$ cat src/rtl/vpic_pkg.sv
package vpic_pkg;
   typedef enum logic [1:0] {
      EDGE_NONE = 2'b00,
      EDGE_RISE = 2'b01,
      EDGE_FALL = 2'b10,
      EDGE_BOTH = 2'b11
   } edge_mode_e;
endpackage

$ cat src/rtl/vpic_edge_det.sv
module vpic_edge_det
   import vpic_pkg::*;
#(
   parameter logic [1:0] MODE   = EDGE_FALL,
   parameter int         STAGES = 2,
   parameter logic       IDLE   = 1'b1
) (
   input  logic clk,
   input  logic rst_n,
   input  logic pin_i,
   output logic hit_o
);
   if (STAGES < 2) begin : g_bad_stages
      $error("vpic_edge_det: STAGES must be at least 2");
   end

   logic [STAGES-1:0] sync_q;
   logic              last_q;
   logic              lvl;

   assign lvl = sync_q[STAGES-1];

   always_ff @(posedge clk or negedge rst_n) begin
      if (!rst_n) begin
         sync_q <= {STAGES{IDLE}};
         last_q <= IDLE;
      end else begin
         sync_q <= {sync_q[STAGES-2:0], pin_i};
         last_q <= lvl;
      end
   end

   if (MODE == EDGE_RISE) begin : g_rise
      assign hit_o = lvl & ~last_q;
   end else if (MODE == EDGE_FALL) begin : g_fall
      assign hit_o = ~lvl & last_q;
   end else if (MODE == EDGE_BOTH) begin : g_both
      assign hit_o = lvl ^ last_q;
   end else begin : g_off
      $error("vpic_edge_det: MODE selects no edge");
      assign hit_o = 1'b0;
   end
endmodule

$ cat src/rtl/vpic_prio.sv
module vpic_prio #(
   parameter int NSRC     = 6,
   parameter int VW       = 8,
   parameter int VEC_BASE = 4,
   parameter int VEC_STEP = 4
) (
   input  logic [NSRC-1:0] pend_i,
   output logic            any_o,
   output logic [NSRC-1:0] sel_o,
   output logic [VW-1:0]   vec_o
);
   localparam int IW = (NSRC > 1) ? $clog2(NSRC) : 1;

   logic [IW-1:0] idx;

   always_comb begin
      idx = '0;
      for (int i = NSRC - 1; i >= 0; i--) begin
         if (pend_i[i]) idx = IW'(i);
      end
   end

   assign any_o = |pend_i;
   assign sel_o = any_o ? (NSRC'(1) << idx) : '0;
   assign vec_o = VW'(VEC_BASE + VEC_STEP * int'(idx));

   // the chosen source is pending and no lower index is pending
   always_comb begin
      if (any_o) begin
         assert_lowest_wins_R3: assert (((pend_i & sel_o) != '0) &&
                                        ((pend_i & (sel_o - NSRC'(1))) == '0))
            else $error("priority pick is not the lowest pending index");
      end
   end
endmodule

$ cat src/rtl/vpic_top.sv
module vpic_top
   import vpic_pkg::*;
#(
   parameter int             N_EXT    = 2,
   parameter int             N_INT    = 4,
   parameter logic [2*N_EXT-1:0] EXT_EDGE = {EDGE_BOTH, EDGE_FALL},
   parameter int             STAGES   = 2,
   parameter int             VW       = 8,
   parameter int             VEC_BASE = 4,
   parameter int             VEC_STEP = 4
) (
   input  logic                   clk,
   input  logic                   rst_n,
   input  logic [N_EXT-1:0]       ext_pin_i,
   input  logic [N_INT-1:0]       evt_i,
   input  logic                   cfg_we_i,
   input  logic [N_EXT+N_INT-1:0] cfg_en_i,
   input  logic                   cfg_master_i,
   input  logic [N_EXT+N_INT-1:0] flag_clr_i,
   input  logic                   reti_i,
   input  logic                   stack_full_i,
   output logic                   call_o,
   output logic [VW-1:0]          vec_o,
   output logic                   wake_o,
   output logic [N_EXT+N_INT-1:0] flag_o,
   output logic [N_EXT+N_INT-1:0] en_o,
   output logic                   master_o
);
   localparam int NSRC = N_EXT + N_INT;

   if (VEC_BASE + VEC_STEP * (NSRC - 1) >= (1 << VW)) begin : g_bad_vec
      $error("vpic_top: vector range does not fit in VW bits");
   end
   if (N_EXT < 1 || N_INT < 1) begin : g_bad_cnt
      $error("vpic_top: need at least one source of each kind");
   end

   logic [NSRC-1:0]  flag_q, en_q, pend, sel, set_v, svc_clr;
   logic             master_q, any_pend;
   logic [N_EXT-1:0] ext_hit;

   for (genvar k = 0; k < N_EXT; k++) begin : g_ext
      vpic_edge_det #(
         .MODE   (EXT_EDGE[2*k +: 2]),
         .STAGES (STAGES),
         .IDLE   (1'b1)
      ) u_edge (
         .clk   (clk),
         .rst_n (rst_n),
         .pin_i (ext_pin_i[k]),
         .hit_o (ext_hit[k])
      );
   end

   assign set_v = {evt_i, ext_hit};
   assign pend  = flag_q & en_q;

   vpic_prio #(
      .NSRC     (NSRC),
      .VW       (VW),
      .VEC_BASE (VEC_BASE),
      .VEC_STEP (VEC_STEP)
   ) u_prio (
      .pend_i (pend),
      .any_o  (any_pend),
      .sel_o  (sel),
      .vec_o  (vec_o)
   );

   assign call_o  = master_q & ~stack_full_i & any_pend;
   assign svc_clr = call_o ? sel : '0;
   assign wake_o  = any_pend;

   always_ff @(posedge clk or negedge rst_n) begin
      if (!rst_n) begin
         flag_q   <= '0;
         en_q     <= '0;
         master_q <= 1'b0;
      end else begin
         flag_q <= (flag_q & ~flag_clr_i & ~svc_clr) | set_v;
         if (cfg_we_i) begin
            en_q     <= cfg_en_i;
            master_q <= cfg_master_i;
         end else if (call_o) begin
            master_q <= 1'b0;
         end else if (reti_i) begin
            master_q <= 1'b1;
         end
      end
   end

   assign flag_o   = flag_q;
   assign en_o     = en_q;
   assign master_o = master_q;

   // nothing requested while reset is held
   always_comb begin
      if (!rst_n) begin
         assert_reset_quiet_R1: assert (!call_o && !wake_o)
            else $error("request visible during reset");
      end
   end

   // a call needs some enabled pending flag
   assert_call_needs_pend_R2: assert property (@(posedge clk) disable iff (!rst_n)
      call_o |-> ((flag_o & en_o) != '0));

   // entry clears the master enable unless a write overrides it
   assert_entry_master_R4: assert property (@(posedge clk) disable iff (!rst_n)
      (call_o && !cfg_we_i) |=> !master_q);

   // entry clears the serviced flag unless a new event re-sets it
   assert_entry_flag_R4: assert property (@(posedge clk) disable iff (!rst_n)
      (call_o && ((set_v & sel) == '0)) |=> ((flag_q & $past(sel)) == '0));

   // no call with the master enable off
   assert_masked_no_call_R5: assert property (@(posedge clk) disable iff (!rst_n)
      !master_q |-> !call_o);

   // full stack holds calls off
   assert_stack_hold_R6: assert property (@(posedge clk) disable iff (!rst_n)
      stack_full_i |-> !call_o);

   // return strobe re-arms the master enable
   assert_reti_arms_R7: assert property (@(posedge clk) disable iff (!rst_n)
      (reti_i && !cfg_we_i && !call_o) |=> master_q);

   // a flag only falls by a software clear or by being serviced
   assert_flag_sticky_R8: assert property (@(posedge clk) disable iff (!rst_n)
      (|flag_q) |=> (($past(flag_q) & ~flag_q & ~$past(flag_clr_i) & ~$past(svc_clr)) == '0));

   // a detected pin edge always lands in its flag
   assert_ext_flag_R10: assert property (@(posedge clk) disable iff (!rst_n)
      (|ext_hit) |=> ((flag_q[N_EXT-1:0] & $past(ext_hit)) == $past(ext_hit)));

   // a write loads enables and master enable
   assert_cfg_load_R11: assert property (@(posedge clk) disable iff (!rst_n)
      cfg_we_i |=> ((en_q == $past(cfg_en_i)) && (master_q == $past(cfg_master_i))));
endmodule

$ cat config.mk
export PLATFORM = sky130hd
export DESIGN_NAME = vpic_top
export DESIGN_NICKNAME = d
export VERILOG_FILES = /design/src/rtl/vpic_pkg.sv /design/src/rtl/vpic_edge_det.sv /design/src/rtl/vpic_prio.sv /design/src/rtl/vpic_top.sv
export SDC_FILE = /design/constraint.sdc
export NUM_CORES = 1
export LEC_CHECK = 0
export BUFFER_PORTS_ARGS = -buffer_cell sky130_fd_sc_hd__buf_2
export CELL_PAD_IN_SITES_DETAIL_PLACEMENT = 1
export CELL_PAD_IN_SITES_GLOBAL_PLACEMENT = 1
export CORE_MARGIN = 2
export CORE_UTILIZATION = 30
export CTS_CLUSTER_SIZE = 28
export DETAILED_ROUTE_END_ITERATION = 10
export GPL_ROUTABILITY_DRIVEN = 0
export MAX_ROUTING_LAYER = met4
export PLACE_DENSITY = 0.73
export SYNTH_ARGS = -nofsm -noshare
export SYNTH_HDL_FRONTEND = slang
export SYNTH_SLANG_ARGS = --single-unit
$ cat constraint.sdc
create_clock -name clk -period 1.8 [get_ports clk]
set_input_delay 0.54 -clock clk [delete_from_list [all_inputs] [get_ports clk]]
set_output_delay 0.54 -clock clk [all_outputs]
set_load 0.02 [all_outputs]
==> qor.yml <==
yosys:
  synth_common_cells: "sky130_fd_sc_hd__dfrtp_1, sky130_fd_sc_hd__inv_1, sky130_fd_sc_hd__dfstp_2, sky130_fd_sc_hd__mux2_2"
  synth.most_common_cell: "sky130_fd_sc_hd__dfrtp_1"
  yosys_register_bits: 19
  synth_cell_area_um2: 988
  synthArstFlopShare_pct: 100
  synth.avg_cell_area_um2: 11.6
  synth-edff-count: 0
  seq_area_frac_synth_pct: 48.9
  number_of_different_library_cells_in_the_post_synthesis_netlist: 34
  synth_top_cell_area_share_pct: 32.9
  library_cell_with_the_largest_summed_area_after_synthesis: "sky130_fd_sc_hd__dfrtp_1"
  synth_top_flop_cell: "sky130_fd_sc_hd__dfrtp_1"
  synthCells: 85
  ys_top_cells_by_area: "sky130_fd_sc_hd__dfrtp_1, sky130_fd_sc_hd__dfstp_2, sky130_fd_sc_hd__mux2_2"
  synth.yosys.warnings: 0
clock_tree:
  cts_root_buffer: "sky130_fd_sc_hd__clkbuf_4"
  ctsLongestPathBuffers: 2
  clock_tree.htree_level_count: 1
  clk_transition_reported_paths_ps: 110
  inserted_clock_buffers: 3
  cts_hold_buffers: 0
  tritoncts: "built"
  worst_skew_pair.late_latency_ps: 310
  cts_sinks: 19
detailed_routing:
  initialDrtViolationCount: 13
  first_pass_iters: 2
  via_per_inst: 4.69
  post-route-drc-count: 0
  drt-total-wl_mm: 3.29
  wl_per_cell_um: 16.0
  vias: 967
  drt.antenna.violating_nets: 0
timing:
  min_period_over_period_pct: 133
  worst_clock_skew_ps: 2.19
  layout_min_cycle_time_ps: 2400
  rsz0062_at_grt: "true"
  timing.final.ws_setup_ps: -602
  max_freq_mhz: 416
  finalHoldViolCount: 0
  timing.final.max_slew_violations: 0
  holdWs_ps: 148
  setup_violations: 9
final_layout:
  drive_gt1_share_pct: 74.1
  finalNetCount: 192
  n_antenna_cell: 0
  p_r_area_growth_vs_syn_pct: 69.4
placement:
  dpl.hpwl_mm: 2.56
  pre_cts_ws_ps: -237
  placement.io_buffers: 41
power:
  power.share.combinational_pct: 46.2
  peak_supply_drop_mv: 0.479
  power_report.internal_total_uw: 885
  power_frac_seq_pct: 36.9
  power.switching_fraction_pct: 35.4
  p_leak_uw: 0.000792
  net-switching-power_uw: 486
  clock_network_fraction_of_total_power_pct: 16.9
  power-per-cell-area_nw_per_um2: 819
floorplanning:
  top_level_ports: 47
  placementRows: 20
  die_area_um2: 3770
  chipHeight_um: 61.4
  core-area_um2: 3100
  die_x_um: 61.4
  start_util_pct: 31.9
critical_path:
  cp_max_fo: 3
  timing.critical_path.from_type: "flip-flop"
  worst_ep_required_time_ps: 1260
  timing.setup.critical_path_class: "flip-flop to primary output"
  timing.critical_path.arrival_ps: 1860
  timing.critical_path.cells: "a32o_2 -> a21o_1 -> ha_2 -> ha_4 -> inv_4 -> buf_6"
  timing.critical_path.slowest_stage_cell: "sky130_fd_sc_hd__dfrtp_2"
  crit_path_max_incr_delay_ps: 460
  setup.worst_path.end_class: "primary output"
global_route:
  groute.usage.overall_pct: 18.6
  grt_antenna_before_repair: 0
  grt_pass1_vias: 1026
  wire_length_of_the_first_global_routing_pass_mm: 4.73
  grt.overflow.total: 0
  grt_start_max_net_pins: 20
worst_hold_path:
  kind_of_path_behind_the_tightest_hold_check: "input port to asynchronous set/reset pin"
status:
  outcome: "complete, but fails checks"
  failing_checks: "setup timing"
job:
  timing.max_cap.violations: 0
-- stage by stage --
| step | cells | area, µm² | setup TNS [ps] | power (µW) | util, % |
|---|---|---|---|---|---|
| after floorplan | 89 | 1050 | -399 | 767 | - |
| after global placement | 193 | 1460 | -338 | 979 | 47.0 |
| after detailed placement | 193 | 1460 | -461 | 1000 | 47.0 |
| after CTS | 202 | 1600 | -2480 | 1330 | 51.5 |
| after global routing | 206 | 1670 | -3690 | 1450 | 54.0 |
| final | 206 | 1670 | -3040 | 1370 | 54.0 |
-- critical path, delay by kind of cell, from the launching register on --
kind	cells	cell delay, ps
adders and majority gates	2	480
buffers and inverters	2	140
AOI/OAI and AO/OA	2	470
DFF	1	460
-- state kept, by name, indices dropped and copies added (netlist names) --
signal and count:
master_o 1, en_o 6, g_ext.u_edge.last_q 2, flag_o 6, g_ext.u_edge.sync_q 4
-- layout by cell type, fill, tap and decap left out, types with 3 or more instances in the layout --
master,count
sky130_fd_sc_hd__mux2_2,6
sky130_fd_sc_hd__nand2_1,3
sky130_fd_sc_hd__nand3b_1,4
sky130_fd_sc_hd__dfstp_2,6
sky130_fd_sc_hd__buf_2,37
sky130_fd_sc_hd__dfrtp_2,6
sky130_fd_sc_hd__conb_1,5
sky130_fd_sc_hd__buf_4,26
sky130_fd_sc_hd__inv_1,6
sky130_fd_sc_hd__clkbuf_4,3
sky130_fd_sc_hd__dfrtp_1,7
sky130_fd_sc_hd__ha_4,4
sky130_fd_sc_hd__buf_6,12
-- final timing paths --
path / start / slack (ps) / endpoint / cells past startpoint
worst max-delay path: en_o[3] / -600 / vec_o[4] / 6
worst min-delay path: rst_n / 150 / master_o / 1
worst max register to register: en_o[3] / -230 / flag_o[0] / 11
worst min register to register: g_ext[1].u_edge.sync_q[0] / 360 / g_ext[1].u_edge.sync_q[1] / 0
max in group asynchronous: rst_n / 1330 / g_ext[0].u_edge.last_q / 1
min in group clk: ext_pin_i[1] / 310 / g_ext[1].u_edge.sync_q[0] / 1
-- power groups by stage --
stage                     combinational, µW  sequential, µW  clock (µW)
final                                   634             506         231
after global routing                    684             509         259
after CTS                               584             503         239
after detailed placement                491             510           0
after global placement                  473             506           0
after floorplan                         217             550           0
-- cell families after synthesis --
group,Yosys count,share of synthesized area (%)
AOI/OAI and AO/OA,19,16.8
xor gates and xnor gates,1,0.886
adders and majority gates,5,6.33
buffers and inverters,14,7.34
DFF,19,48.9
muxes,7,7.85
other,1,0.379
and+or+nand+nor,19,11.5
-- per-layer routing --
metal / GRT usage (%) / up-vias / wire [µm]
met2: 33.9 / 42 / 1750
met1: 17.9 / 463 / 1140
met4: 7.29 / 0 / 167
met3: 6.30 / 16 / 233
li1: - / 446 / -
met5: - / - / 0
-- repair_timing --
item	in CTS	in global routing
gates resized for setup	19	12
setup buffers	6	5
hold endpoints to repair	0	0
setup endpoints to repair	5	9
pin swaps	10	12
-- final cells by class --
cell class | instances | area [µm²]
Timing Repair Buffer | 75 | 515
Multi-Input combinational cell | 56 | 551
Clock buffer | 3 | 22.5
Inverter | 8 | 32.5
Fill cell | 383 | 1430
Tap cell | 44 | 55.1
Sequential cell | 19 | 490
Clock inverter | 1 | 7.51
Power figures use the tool's default switching activity.
